### config.mk
export PLATFORM = sky130hd
export DESIGN_NAME = bytelane_delay_regs
export DESIGN_NICKNAME = d
export VERILOG_FILES = /design/src/rtl/bytelane_delay_pkg.sv /design/src/rtl/lane_port_dev.sv /design/src/rtl/halt_ctl.sv /design/src/rtl/bytelane_delay_regs.sv
export SDC_FILE = /design/constraint.sdc
export NUM_CORES = 1
export LEC_CHECK = 0
export BUFFER_PORTS_ARGS = -buffer_cell sky130_fd_sc_hd__buf_2
export CORE_MARGIN = 2
export CORE_UTILIZATION = 30
export DETAILED_ROUTE_END_ITERATION = 10
export GPL_TIMING_DRIVEN = 0
export PLACE_DENSITY = 0.6
export SETUP_SLACK_MARGIN = 0.02
export SKIP_LAST_GASP = 1
export SLEW_MARGIN = 20
export SYNTH_ARGS = -nofsm -noshare
export SYNTH_HDL_FRONTEND = slang
export SYNTH_SLANG_ARGS = --single-unit
### constraint.sdc
create_clock -name clk -period 2 [get_ports clk]
set_clock_uncertainty 0.1 [all_clocks]
set_input_delay 0.1 -clock clk [delete_from_list [all_inputs] [get_ports clk]]
set_output_delay 0.1 -clock clk [all_outputs]
set_load 0.01 [all_outputs]
### src/rtl/bytelane_delay_pkg.sv
package bytelane_delay_pkg;
    localparam int BYTE_W   = 8;
    localparam int NPORT    = 3;
    localparam int ADDR_W   = 2;
    localparam int LANES    = 2;

    typedef enum logic [ADDR_W-1:0] {
        SEL_A    = 2'd0,
        SEL_B    = 2'd1,
        SEL_C    = 2'd2,
        SEL_CTRL = 2'd3
    } reg_sel_e;
endpackage

### src/rtl/lane_port_dev.sv
module lane_port_dev
    import bytelane_delay_pkg::*;
#(
    parameter int W  = BYTE_W,
    parameter int NP = NPORT
) (
    input  logic                   clk,
    input  logic                   rst_n,
    input  logic                   wr_en,
    input  logic                   rd_en,
    input  logic [ADDR_W-1:0]      addr,
    input  logic [W-1:0]           wdata,
    output logic [NP-1:0][W-1:0]   ports_o,
    output logic [W-1:0]           rdata_o
);
    localparam int MODE_EN = W - 1;

    typedef struct packed {
        logic [NP-1:0][W-1:0] ports;
        logic [W-1:0]         mode;
    } dev_state_t;

    dev_state_t st_d, st_q;

    always_comb begin
        st_d = st_q;
        if (wr_en) begin
            if (addr == SEL_CTRL) begin
                if (wdata[MODE_EN]) st_d.mode = wdata;
            end else if (int'(addr) < NP) begin
                st_d.ports[addr] = wdata;
            end
        end
    end

    always_ff @(posedge clk or negedge rst_n) begin
        if (!rst_n) st_q <= '0;
        else        st_q <= st_d;
    end

    always_comb begin
        rdata_o = '0;
        if (rd_en) begin
            if (addr == SEL_CTRL)         rdata_o = st_q.mode;
            else if (int'(addr) < NP)     rdata_o = st_q.ports[addr];
        end
    end

    assign ports_o = st_q.ports;

    // a control write never touches a port register
    assert_ctrl_no_port_R9: assert property (@(posedge clk) disable iff (!rst_n)
        (wr_en && addr == SEL_CTRL) |=> $stable(ports_o));

    // mode byte keeps its value when bit 7 of the write is clear
    assert_mode_ignored_R9: assert property (@(posedge clk) disable iff (!rst_n)
        (wr_en && addr == SEL_CTRL && !wdata[MODE_EN]) |=> $stable(st_q.mode));

    // no enable, no change
    assert_idle_hold_R2: assert property (@(posedge clk) disable iff (!rst_n)
        !wr_en |=> ($stable(ports_o) && $stable(st_q.mode)));

    for (genvar p = 0; p < NP; p++) begin : g_port_chk
        // a port write lands in the addressed register
        assert_port_load_R4: assert property (@(posedge clk) disable iff (!rst_n)
            (wr_en && int'(addr) == p) |=> ports_o[p] == $past(wdata));
    end
endmodule

### src/rtl/halt_ctl.sv
module halt_ctl (
    input  logic clk,
    input  logic rst_n,
    input  logic trig_i,
    input  logic sample_i,
    output logic halt_o
);
    logic halt_d, halt_q;

    always_comb begin
        halt_d = halt_q;
        if (sample_i)    halt_d = 1'b0;
        else if (trig_i) halt_d = 1'b1;
    end

    always_ff @(posedge clk or negedge rst_n) begin
        if (!rst_n) halt_q <= 1'b0;
        else        halt_q <= halt_d;
    end

    assign halt_o = halt_q;

    // halt only rises after a trigger without a sample
    assert_halt_rise_R10: assert property (@(posedge clk) disable iff (!rst_n)
        $rose(halt_o) |-> ($past(trig_i) && !$past(sample_i)));

    // halt only falls after a sample
    assert_halt_fall_R10: assert property (@(posedge clk) disable iff (!rst_n)
        $fell(halt_o) |-> $past(sample_i));

    // a sample always leaves halt low
    assert_sample_clears_R10: assert property (@(posedge clk) disable iff (!rst_n)
        sample_i |=> !halt_o);
endmodule

### src/rtl/bytelane_delay_regs.sv
module bytelane_delay_regs
    import bytelane_delay_pkg::*;
#(
    parameter int W  = BYTE_W,
    parameter int NP = NPORT
) (
    input  logic                clk,
    input  logic                rst_n,
    input  logic                bus_cs,
    input  logic                bus_lds,
    input  logic                bus_uds,
    input  logic                bus_wr,
    input  logic                bus_rd,
    input  logic [ADDR_W-1:0]   bus_addr,
    input  logic [LANES*W-1:0]  bus_wdata,
    output logic [LANES*W-1:0]  bus_rdata,
    input  logic                trig_i,
    input  logic                sample_i,
    output logic                halt_o,
    output logic [W-1:0]        dac_o,
    output logic [3*W-1:0]      delay_o,
    output logic [LANES*W-1:0]  aux_o
);
    logic wr_d, wr_q;
    logic wr_edge;
    logic [LANES-1:0] lane_strb;
    logic [LANES-1:0][NP-1:0][W-1:0] port_q;

    always_comb wr_d = bus_wr;

    always_ff @(posedge clk or negedge rst_n) begin
        if (!rst_n) wr_q <= 1'b0;
        else        wr_q <= wr_d;
    end

    assign wr_edge   = bus_wr && !wr_q && bus_cs;
    assign lane_strb = {bus_uds, bus_lds};

    for (genvar l = 0; l < LANES; l++) begin : g_lane
        lane_port_dev #(.W(W), .NP(NP)) u_dev (
            .clk     (clk),
            .rst_n   (rst_n),
            .wr_en   (wr_edge && lane_strb[l]),
            .rd_en   (bus_cs && bus_rd && lane_strb[l]),
            .addr    (bus_addr),
            .wdata   (bus_wdata[l*W +: W]),
            .ports_o (port_q[l]),
            .rdata_o (bus_rdata[l*W +: W])
        );
    end

    halt_ctl u_halt (
        .clk      (clk),
        .rst_n    (rst_n),
        .trig_i   (trig_i),
        .sample_i (sample_i),
        .halt_o   (halt_o)
    );

    assign dac_o   = ~port_q[0][SEL_A];
    assign delay_o = ~{port_q[1][SEL_B], port_q[1][SEL_A], port_q[0][SEL_B]};
    assign aux_o   = {port_q[1][SEL_C], port_q[0][SEL_C]};

    // a held write strobe writes only once
    assert_level_hold_R2: assert property (@(posedge clk) disable iff (!rst_n)
        (bus_wr && $past(bus_wr)) |=> $stable(port_q));

    // nothing is written without chip select
    assert_no_cs_R2: assert property (@(posedge clk) disable iff (!rst_n)
        !bus_cs |=> $stable(port_q));

    // the lower device ignores cycles without its strobe
    assert_lower_gate_R3: assert property (@(posedge clk) disable iff (!rst_n)
        !bus_lds |=> $stable(port_q[0]));

    // the upper device ignores cycles without its strobe
    assert_upper_gate_R3: assert property (@(posedge clk) disable iff (!rst_n)
        !bus_uds |=> $stable(port_q[1]));

    // idle bus returns zero
    assert_idle_read_R8: assert property (@(posedge clk) disable iff (!rst_n)
        !(bus_cs && bus_rd) |-> bus_rdata == '0);
endmodule

# [After elaboration in Yosys (flattened, before gate mapping)]
# Index checks and enable logic that the tools add are counted.
[word_totals] regBits=66 input_bits=27 out_inout_bits=65
[op_classes] magnitude_cmp=3 n_eq_ne=1 n_mux=16 bitwise=3 reduce_logical=14
[op_table] op="two-way mux 8 bit" count=9
[op_table] op="bitwise mux 24 bit" count=2
[op_table] op="binary-select mux 8 bit (select 2 bit)" count=2
[op_table] op="NOT 24 bit" count=1
[op_table] op="demux 8 bit (select 2 bit)" count=1
[op_table] op="AND reduction 3 bit" count=4
[op_table] op="logical AND 1 bit" count=8
[op_table] op="NOT 8 bit" count=1
[op_table] op="less-than comparator 2 x 3 -> 1 bit (second input constant)" count=1
[op_table] op="equality test 2 bit (second input constant)" count=1
[op_table] op="greater-or-equal comparator 2 x 1 -> 1 bit (second input constant)" count=1
[op_table] op="less-than comparator 2 bit (second input constant)" count=1
[op_table] op="two-way mux 1 bit" count=2
[op_table] op="nonzero test 2 bit" count=1
[op_table] op="logical NOT 1 bit" count=1
[op_table] op="NOT 1 bit" count=1

# [Depth between registers and ports, before layout]
# Gate-level depths: netlist of run 1.
[logic_depth] depth_word=5 depth_mapped=5

# [Cells and area by module]
# A second synthesis of run 1 with hierarchy kept.
[hier_totals] cells_unflattened=283 area_unflattened_um2=3488.3
[modules_own_cells] module="lane_port_dev" n_inst=2 cells_each=122 area_each_um2=1637.8 seq_area_each_um2=800.8
[modules_own_cells] module="bytelane_delay_regs" n_inst=1 cells_each=37 area_each_um2=177.7 seq_area_each_um2=25.0
[modules_own_cells] module="halt_ctl" n_inst=1 cells_each=2 area_each_um2=35.0 seq_area_each_um2=25.0

# [Worst setup path before layout of run 1]
# OpenSTA, ideal clock, no wires.
[synth_timing] path_type="register to register" startpoint="register wr_q" endpoint="register g_lane[0].u_dev.st_q (netlist bit g_lane[0].u_dev.ports_o[0])" setup_ps=125 arrival_time_ps=1405 required_time_ps=1775 slack_ps=370 path_stages_with_launch=5 n_path_buf=1 path_cell_list="dfrtp_1 > nand4b_2 > or3_1 > buf_6 > mux2_4"
[synth_between] elab_chain_cells=5
[synth_rtl] item="from (decl)" line_no="bytelane_delay_regs.sv:24" source="logic wr_d, wr_q;"
[synth_rtl] item="from (signal assigned)" line_no="bytelane_delay_regs.sv:33" source="else wr_q <= wr_d;"
[synth_rtl] item="logical NOT 1 bit" line_no="bytelane_delay_regs.sv:36" source="assign wr_edge = bus_wr && !wr_q && bus_cs;"
[synth_rtl] item="logical AND 1 bit (2 in a row)" line_no="bytelane_delay_regs.sv:36"
[synth_rtl] item="logical AND 1 bit" line_no="bytelane_delay_regs.sv:43" source=".wr_en (wr_edge && lane_strb[l]),"
[synth_rtl] item="AND reduction 3 bit (no line)"
[synth_rtl] item="to (signal assigned)" line_no="lane_port_dev.sv:38" source="else st_q <= st_d;"
[synth_rtl] item="to (decl)" line_no="lane_port_dev.sv:23" source="dev_state_t st_d, st_q;"
# No other way between the ends.
# A chain may end at the register's enable or synchronous reset.

# [Worst setup path after layout of run 1]
[layout_timing] startpoint="register wr_q" endpoint="register g_lane[0].u_dev.st_q (netlist bit g_lane[0].u_dev.ports_o[19])"
# The elaborated chain is that of the path after synthesis.

==> results of run 1 <==
## routing by layer
| metal | wire (microns) | vias to the layer above |
|---|---|---|
| met2 | 3670 | 52 |
| met1 | 3690 | 1121 |
| met5 | 0 | - |
| met4 | 172 | 0 |
| met3 | 285 | 12 |
| li1 | - | 1033 |
## final timing paths
kind / cells past startpoint / start / slack (ns) / to
min: 2 / rst_n / 0.1 / g_lane[1].u_dev.ports_o[11]
max in group asynchronous: 3 / rst_n / 1.17 / g_lane[0].u_dev.ports_o[16]
min reg2reg: 1 / g_lane[1].u_dev.st_q[7] / 0.37 / g_lane[1].u_dev.st_q[7]
max: 3 / wr_q / 0.11 / g_lane[0].u_dev.ports_o[19]
max reg2reg: 3 / wr_q / 0.11 / g_lane[0].u_dev.ports_o[19]
min in group clk: 4 / bus_addr[0] / 0.23 / g_lane[1].u_dev.ports_o[3]
## state kept, by name, summed over array words and instances, names as in the netlist
signal,flops
g_lane.u_dev.ports_o,48
g_lane.u_dev.st_q,16
u_halt.halt_o,1
wr_q,1
## through the flow
| stage | hold WS (ns) | worst slack [ns] | power, W |
|---|---|---|---|
| detailed placement | -0.0575 | 0.0872 | 0.00275 |
| CTS | 0.0951 | 0.0533 | 0.00397 |
| finish | 0.0964 | 0.106 | 0.00392 |
| floorplan | -0.296 | 0.370 | 0.00237 |
| global route | 0.126 | -0.000355 | 0.00413 |
| global placement | 0.153 | 0.106 | 0.00272 |
## worst reg2reg max path, stage by stage (launching register included)
cell      delay (ns)
dfrtp_1         0.38
nand4b_2        0.31
nor2_2          0.58
mux2_2          0.40
## logic make-up (layout without fill, tap and decap cells)
logic type             count (synthesis)  in the layout
multiplexers                          78             78
AND/OR/NAND/NOR                       36             36
flip-flops                            66             66
buffers and inverters                 54            182
## layout make-up
cell class              instances  area, sq um  share of cell area, %
well taps                     140          175                   4.01
plain buffers                  22          173                   3.95
repair buffers                112          678                   15.5
clock inverters                 4         50.0                   1.15
inverters                      32          120                   2.75
flip-flops and latches         66         1650                   37.8
clock buffers                  12          155                   3.55
multi-input cells             114         1370                   31.3
## cells in the final DEF, fill, tap and decap left out, types with 3 or more instances in the layout
cell type / instances
nor2b_1: 16
buf_4: 21
dfrtp_1: 66
mux2_2: 42
nand3_1: 4
nor2_4: 3
dlygate4sd3_1: 20
mux2_1: 4
mux4_2: 16
mux2_4: 16
nor2_2: 3
inv_1: 32
buf_2: 90
clkbuf_8: 11
## report_power, final
| group | internal [W] | switching (W) |
|---|---|---|
| Combinational | 0.000615 | 0.000387 |
| Sequential | 0.00157 | 0.000170 |
| Clock | 0.000642 | 0.000531 |
| Total | 0.00283 | 0.00109 |
## timing repair
item                                    in CTS  in global routing
hold buffers                                20                  0
resized for setup                            0                  1
endpoints found under the setup margin       0                 12
endpoints found under the hold margin      130                  0
==> results.txt, run 1 <==
----------------------------------------------------
[Run status]
  Result of the run ... finished clean

[GRT]
  Number of antenna violations at the first check in global routing ... 0
  Most Used Layer, Global Route ... met2
  Met1 layer usage reported by global route ... 19.1%
  Met2 global-route usage ... 20.9%
  Total global routing overflow ... 0
  Global Route met3 Usage ... 3.05%
  Wire length of the first global-routing pass ... 12,100 microns
  Vias in the first global route ... 2,264
  Combined global-route utilization of all metal layers ... 14.1%
  Pin count of the biggest net entering global routing ... 41

[Route]
  First-pass iteration count of the detailed router ... 4
  Total number of vias ... 2,218
  Mean number of vias per cell ... 4.42
  DRC ... 0
  Sum of routed wire length over all layers ... 7830 microns
  Count of routing violations after the opening detailed-route iteration ... 49
  Routed wire length per instance ... 15.6 microns
  Antenna viol nets, final ... 0

[STA]
  Achievable clock frequency ... 528 MHz
  Max-slew headroom ... 57.4%
  Setup Viol. Count Final ... 0
  Summed negative setup slack over all endpoints ... 0 ns
  Final critical path time including I/O delays and setup ... 1.89 ns
  Fraction of the cycle the final worst path needs ... 94.7%
  Slew at the pin closest to its max-slew limit ... 0.639 ns
  Setup repair after global routing missed its margin ... true
  Max-slew violation total from the final report ... 0
  Final-report hold violation count ... 0

[Yosys]
  Synth Area in Adders ... 0%
  Sequential cell area fraction in the yosys report ... 50.0%
  Synth Area in Simple Gates ... 7.34%
  Largest cells by area after synthesis ... dfrtp_1 (50%), mux2_2 (14%), mux4_2 (11%)
  Post-Synthesis Mean Instance Area ... 14.1 sq um
  Multiplexer share of the synthesized area ... 33.8%
  Most frequent cell after synthesis ... dfrtp_1
  Cell count after synthesis ... 234
  Number of library cell types mapped by synthesis ... 17
  Yosys top cell area share ... 50.0%
  Number of warnings printed during yosys synthesis ... 0
  Mapped Nets ... 261
  Total standard cell area after synthesis ... 3310 sq um
  Cell type contributing the most total cell area after synthesis ... dfrtp_1
  Top_reg_cell synth ... dfrtp_1
  Share of synthesized flip-flops with an asynchronous set or reset ... 100%
  Count of state elements after synthesis ... 66
  Leading cell types by count after synthesis ... dfrtp_1 (66), mux2_2 (42), inv_1 (32)
  Number of flops mapped to enable cells by yosys ... 0
  Synthesized-area fraction occupied by ao, oa, aoi and oai cells ... 0%
  Main combinational cell family by area after synthesis ... multiplexers
  Synth Area in XOR/XNOR ... 0%

[Die]
  Starting density of the core ... 30.6%
  Number of primary I/O pins ... 92
  Rows ... 38
  Chip height ... 109 microns
  Die Outline Area ... 11,900 sq um
  Width of the die ... 109 microns
  Core area ... 10,800 sq um

[Finish]
  Count of filler cells inserted in the layout ... 1,036
  Number of diodes ... 0
  Design area ... 4370 sq um
  Ratio of cells with drive above 1 in the final layout ... 58.8%
  Area added between synthesis and finish ... 32.2%
  Fraction of the core area covered by cells at the end of the flow ... 40.5%
  Post-layout net count ... 384
  Layout Cells excl Fill ... 502

[Clocking]
  Number of buffers on the longest clock path ... 2
  TritonCTS clock tree ... built
  Maximum level of the CTS H-tree ... 3
  Sink count of the clock tree ... 66
  Count of buffers added by post-CTS timing repair for setup ... 0
  Number of buffers added by the clock tree synthesis step ... 9
  Skew-Pair Late Insertion Delay ... 0.35 ns
  Reg clk slew, reported paths ... 0.07 ns
  Cell at the root of the clock tree ... clkbuf_8

[Worst hold path]
  Worst min-delay path class ... in2async

[Setup path]
  Family with the most delay on the worst path ... simple AND/OR/NAND/NOR gates
  CP Launch Type ... flip-flop
  CP Capture Type ... flip-flop
  Slowest stage delay, CP ... 0.58 ns
  CP Data Required Time ... 2.14 ns
  Cells along the critical path ... nand4b_2, nor2_2, mux2_2
  Count of buffer and inverter cells on the critical path ... 0
  Worst Path Class, Setup ... reg2reg
  Maximum fanout count along the critical path ... 8
  Arrival time of data at the critical path endpoint ... 2.03 ns
  Library cell contributing the largest single delay on the critical path ... nor2_2

[Place]
  Total of buffers placed on input and output ports ... 91
  Routability Congestion ... 0.723
  Placed instance area ... 3960 sq um
  Instance count after placement with tap cells included ... 466
  Final HPWL from detailed placement ... 5400 microns

[Pwr]
  Total power per unit cell area ... 897 nW/um^2
  Cell leakage power ... 2.16 nW
  Peak supply drop ... 0.321 mV

[Job]
  Number of max-capacitance violations reported ... 0

----------------------------------------------------
Power figures use the tool's default switching activity.
==> inputs of run 2 (changes only) <==
- ABC_AREA: not set -> 1
- PLACE_DENSITY: 0.6 -> 0.59
==> results.txt, run 2 <==
----------------------------------------------------
[Yosys]
  Number of library cell types mapped by synthesis ... 18
  Leading cell types by count after synthesis ... nand2_1 (170), nand3_1 (85), dfrtp_1 (66)
  Mapped Nets ... 507
  Total standard cell area after synthesis ... 3650 sq um
  Count of state elements after synthesis ... 66
  Most frequent cell after synthesis ... nand2_1
  Sequential cell area fraction in the yosys report ... 45.3%
  Cell type contributing the most total cell area after synthesis ... dfrtp_1
  Cell count after synthesis ... 480
  Number of warnings printed during yosys synthesis ... 0
  Number of flops mapped to enable cells by yosys ... 0
  Share of synthesized flip-flops with an asynchronous set or reset ... 100%
  Yosys top cell area share ... 45.3%
  Post-Synthesis Mean Instance Area ... 7.60 sq um
  Largest cells by area after synthesis ... dfrtp_1 (45%), nand2_1 (18%), nand3_1 (12%)
  Top_reg_cell synth ... dfrtp_1

[STA]
  Max-slew violation total from the final report ... 0
  Setup Viol. Count Final ... 0
  Achievable clock frequency ... 671 MHz
  Max-slew headroom ... 66.1%
  Worst hold margin ... 0.101 ns
  Summed negative setup slack over all endpoints ... 0 ns
  Fraction of the cycle the final worst path needs ... 74.5%
  Setup repair after global routing missed its margin ... false
  Final critical path time including I/O delays and setup ... 1.49 ns
  Final-report hold violation count ... 0
  Slew at the pin closest to its max-slew limit ... 0.508 ns

[Route]
  Total number of vias ... 3,552
  Met1 Wirelength ... 5090 microns
  Length of routed met3 wiring ... 754 microns
  First-pass iteration count of the detailed router ... 5
  Met2 wirelength from detailed routing ... 5240 microns
  Sum of routed wire length over all layers ... 11,200 microns
  DR top layer ... met4
  DRC ... 0
  Routed wire length per instance ... 14.8 microns
  Antenna viol nets, final ... 0
  Count of routing violations after the opening detailed-route iteration ... 286
  Mean number of vias per cell ... 4.72

[Die]
  Core area ... 12,000 sq um
  Starting density of the core ... 30.5%
  Chip height ... 114 microns
  Width of the die ... 114 microns
  Die Outline Area ... 13,100 sq um
  Rows ... 40
  Number of primary I/O pins ... 92

[Setup path]
  CP Data Required Time ... 1.80 ns
  CP Capture Type ... output pin
  Count of cells along the worst register-to-register path ... 4
  Origin of the critical flop-to-flop path ... wr_q
  FF-to-FF setup slack ... 0.67 ns
  Arrival time of data at the critical path endpoint ... 1.29 ns
  Worst setup startpoint ... g_lane[1].u_dev.ports_o[12]
  CP Launch Type ... flip-flop
  Worst setup path end ... bus_rdata[12]
  Maximum fanout count along the critical path ... 3
  Worst Path Class, Setup ... reg2out
  RR Endpoint ... g_lane[0].u_dev.ports_o[21]

[Place]
  Instance count after placement with tap cells included ... 718
  Final HPWL from detailed placement ... 8010 microns
  Total of buffers placed on input and output ports ... 90
  Routability Congestion ... 0.868

[Clocking]
  Count of cells resized by post-cts repair ... 0
  Skew-Pair Late Insertion Delay ... 0.33 ns
  Cell at the root of the clock tree ... clkbuf_16
  Number of buffers added by the clock tree synthesis step ... 9
  Reg clk slew, reported paths ... 0.05 ns
  Count of buffers added by post-CTS timing repair for setup ... 0
  TritonCTS clock tree ... built
  Number of buffers on the longest clock path ... 2
  Sink count of the clock tree ... 66
  Maximum level of the CTS H-tree ... 3

[Run status]
  Result of the run ... finished clean

[Finish]
  Ratio of cells with drive above 1 in the final layout ... 25.9%
  Area occupied by multi-input gates ... 1500 sq um
  FF/Latch Area ... 1650 sq um
  Layout Cells excl Fill ... 753
  Fraction of the core area covered by cells at the end of the flow ... 39.8%
  Most common cell after layout, fill and taps aside ... nand2_1
  Max reg flops ... 48
  Count of filler cells inserted in the layout ... 1,253
  Area added between synthesis and finish ... 30.4%
  Post-layout net count ... 629
  Most frequent cells in the layout ... nand2_1 (170), buf_2 (93), nand3_1 (85)
  Number of diodes ... 0

[Worst hold path]
  Worst min-delay path class ... in2reg
  Number of stages on the worst hold path ... 3

[Pwr]
  Peak supply drop ... 0.369 mV
  Total power per unit cell area ... 855 nW/um^2
  Cell leakage power ... 2.71 nW

[GRT]
  Vias in the first global route ... 3,359
  Number of antenna violations at the first check in global routing ... 0
  Combined global-route utilization of all metal layers ... 17.4%
  Wire length of the first global-routing pass ... 17,300 microns
  Total global routing overflow ... 0
  Pin count of the biggest net entering global routing ... 39

[Job]
  Number of max-capacitance violations reported ... 0

----------------------------------------------------
run 2: stage by stage:
stage	worst slack (ns)	cell area (sq um)	power, W
final	0.510	4760	0.00407
after global routing	0.419	4760	0.00428
after CTS	0.494	4760	0.00410
after detailed placement	0.565	4300	0.00267
after global placement	0.385	4280	0.00265
after floorplan	0.828	3650	0.00226
run 2: cells by family (layout without fill, tap and decap cells):
family	after synthesis	in the layout	share of synthesized area [%]
flip-flops	66	66	45.3
AO/OA/AOI/OAI	18	18	2.47
buffers and inverters	93	219	13.7
AND/OR/NAND/NOR	303	303	38.6
run 2: worst min path at each step:
stage,start,endpoint,slack (ns)
after global routing,bus_lds,g_lane[0].u_dev.st_q[7],0.12
after floorplan,rst_n,g_lane[0].u_dev.ports_o[0],-0.30
final,bus_lds,g_lane[0].u_dev.st_q[7],0.10
after detailed placement,rst_n,g_lane[0].u_dev.st_q[2],-0.05
after CTS,bus_addr[0],g_lane[0].u_dev.ports_o[8],0.1
after global placement,bus_wr,wr_q,0.15
run 2: layout make-up:
cell class | instances | area share, %
well taps | 147 | 3.87
clock inverters | 4 | 0.421
multi-input cells | 321 | 31.5
repair buffers | 111 | 14.2
plain buffers | 35 | 5.89
inverters | 58 | 4.58
clock buffers | 11 | 4.89
flip-flops and latches | 66 | 34.7
run 2: timing repair:
item,CTS,global route
setup endpoints to repair,0,0
hold buffers,20,0
hold endpoints to repair,130,0
run 2: per-layer routing:
| metal | vias to the layer above | track usage, % |
|---|---|---|
| li1 | 1720 | - |
| met1 | 1674 | 23.2 |
| met2 | 151 | 29.0 |
| met3 | 7 | 4.02 |
| met4 | 0 | 3.50 |
| met5 | - | 0 |
run 2: worst max-delay path: stages, from the launching register on:
cell     delay (ns)
dfrtp_1        0.41
o21ai_0        0.21
nand3_1        0.10
nand2_1        0.08
inv_1          0.04
buf_2          0.12
run 2: where the power goes:
| group | switching [W] | internal [W] | total, W |
|---|---|---|---|
| Sequential | 0.000180 | 0.00155 | 0.00173 |
| Clock | 0.000564 | 0.000823 | 0.00139 |
| Combinational | 0.000526 | 0.000421 | 0.000947 |
==> inputs of run 3 (changes only) <==
- ABC_AREA: 1 -> 0
- PLACE_DENSITY: 0.59 -> 0.6
- clock period: 2 -> 1.4 ns (I/O delays scaled with it)
==> results.txt, run 3 (synthesis gave the netlist of run 1 again) <==
----------------------------------------------------
[Clocking]
  Skew-Pair Late Insertion Delay ... 0.34 ns
  Maximum level of the CTS H-tree ... 3
  Sink count of the clock tree ... 66
  Number of buffers added by the clock tree synthesis step ... 9
  Number of buffers on the longest clock path ... 2
  Cell at the root of the clock tree ... clkbuf_8
  Reg clk slew, reported paths ... 0.07 ns
  TritonCTS clock tree ... built

[Die]
  Chip height ... 109 microns
  Core area ... 10,800 sq um
  Starting density of the core ... 30.6%
  Die Outline Area ... 11,900 sq um
  Width of the die ... 109 microns
  Rows ... 38
  Number of primary I/O pins ... 92

[GRT]
  Pin count of the biggest net entering global routing ... 35
  Vias in the first global route ... 2,624
  Wire length of the first global-routing pass ... 13,800 microns
  Combined global-route utilization of all metal layers ... 16.0%
  Total global routing overflow ... 0
  Number of antenna violations at the first check in global routing ... 0

[Finish]
  Most common cell after layout, fill and taps aside ... buf_2
  Area added between synthesis and finish ... 55.6%
  Area occupied by multi-input gates ... 1610 sq um
  Design area ... 5140 sq um
  Most frequent cells in the layout ... buf_2 (85), buf_4 (66), dfrtp_1 (66)
  Count of filler cells inserted in the layout ... 997
  FF/Latch Area ... 1650 sq um
  Number of diodes ... 0
  Post-layout net count ... 441
  Ratio of cells with drive above 1 in the final layout ... 66.3%
  Max reg flops ... 48

[STA]
  Setup Viol. Count Final ... 79
  Max-slew violation total from the final report ... 0
  Final-report hold violation count ... 0
  Slew at the pin closest to its max-slew limit ... 0.705 ns
  Fraction of the cycle the final worst path needs ... 120%
  Max-slew headroom ... 52.9%
  Worst path setup slack after routing ... -0.277 ns
  Final critical path time including I/O delays and setup ... 1.68 ns
  Achievable clock frequency ... 596 MHz
  Setup repair after global routing missed its margin ... true
  Worst hold margin ... 0.151 ns

[Setup path]
  Library cell contributing the largest single delay on the critical path ... mux4_2
  Worst Path Class, Setup ... reg2out
  CP Data Required Time ... 1.23 ns
  Count of buffer and inverter cells on the critical path ... 1
  Family with the most delay on the worst path ... multiplexers
  CP Capture Type ... output pin
  CP Launch Type ... flip-flop
  Arrival time of data at the critical path endpoint ... 1.51 ns
  Slowest stage delay, CP ... 0.47 ns
  Maximum fanout count along the critical path ... 2
  Cells along the critical path ... mux4_2, nor2b_1, buf_2

[Route]
  Antenna viol nets, final ... 0
  Total number of vias ... 2,468
  Sum of routed wire length over all layers ... 9180 microns
  Routed wire length per instance ... 16.4 microns
  Mean number of vias per cell ... 4.42
  DRC ... 0
  First-pass iteration count of the detailed router ... 4
  Count of routing violations after the opening detailed-route iteration ... 80

[Place]
  Routability Congestion ... 0.727
  Total of buffers placed on input and output ports ... 91
  Placed instance area ... 3980 sq um
  Final HPWL from detailed placement ... 5540 microns
  Post-place setup slack ... -0.373 ns

[Run status]
  Result of the run ... finished with violations
  Violations in the final reports ... setup timing

[Worst hold path]
  Worst min-delay path class ... in2async

[Pwr]
  Total power per unit cell area ... 1180 nW/um^2
  Cell leakage power ... 2.59 nW
  Peak supply drop ... 0.477 mV

[Job]
  Number of max-capacitance violations reported ... 0

----------------------------------------------------
## run 3: worst paths after layout
path / from / to / slack (ns) / cells after the start
hold / removal: rst_n / g_lane[1].u_dev.ports_o[11] / 0.15 / 2
hold reg to reg: g_lane[0].u_dev.st_q[7] / g_lane[0].u_dev.st_q[7] / 0.37 / 1
setup / recovery: g_lane[1].u_dev.st_q[5] / bus_rdata[13] / -0.28 / 3
max in group asynchronous: rst_n / g_lane[0].u_dev.ports_o[1] / 0.51 / 3
setup reg to reg: wr_q / g_lane[0].u_dev.ports_o[2] / -0.17 / 3
min in group clk: bus_addr[0] / g_lane[1].u_dev.ports_o[2] / 0.20 / 3
## run 3: stage by stage
step                      utilization (%)  instances  total power (W)  TNS [ns]
final                                47.7        559          0.00609    -10.50
after global routing                 47.7        559          0.00643    -14.76
after CTS                            45.6        555          0.00593    -11.11
after floorplan                         -        234          0.00339     -3.79
after global placement               36.6        465          0.00390    -28.56
after detailed placement             36.8        466          0.00395    -19.50
## run 3: cell type report
class                           count  share of cell area, %
Clock buffer                       13                   2.70
Buffer                             20                   2.92
Inverter                           32                   2.33
Tap cell                          140                   3.40
Sequential cell                    66                   32.1
Clock inverter                      3                  0.778
Timing Repair Buffer              171                   24.4
Multi-Input combinational cell    114                   31.3
## run 3: layer usage
layer	up-vias	share of wire [%]	GRT usage [%]
li1	1141	-	-
met2	63	49	25.6
met1	1252	45	21.3
met4	0	1.7	6.50
met3	12	3.9	3.17
met5	-	0	0
## run 3: worst register-to-register path, cell delays in order, from the launching register on
cell	delay, ns
dfrtp_1	0.37
nand4b_4	0.19
or3_4	0.46
mux2_4	0.34
## run 3: timing repair
item | 4_1_cts | 5_1_grt
setup endpoints to repair | 78 | 78
pin swaps | 6 | 2
setup buffers | 53 | 6
hold endpoints to repair | 130 | 0
gates resized for setup | 20 | 51
hold buffers | 20 | 0
## run 3: report_power, final
group	internal (W)	switching, W	total [W]
logic	0.00134	0.000746	0.00209
clock network	0.000821	0.000736	0.00156
registers	0.00225	0.000194	0.00244
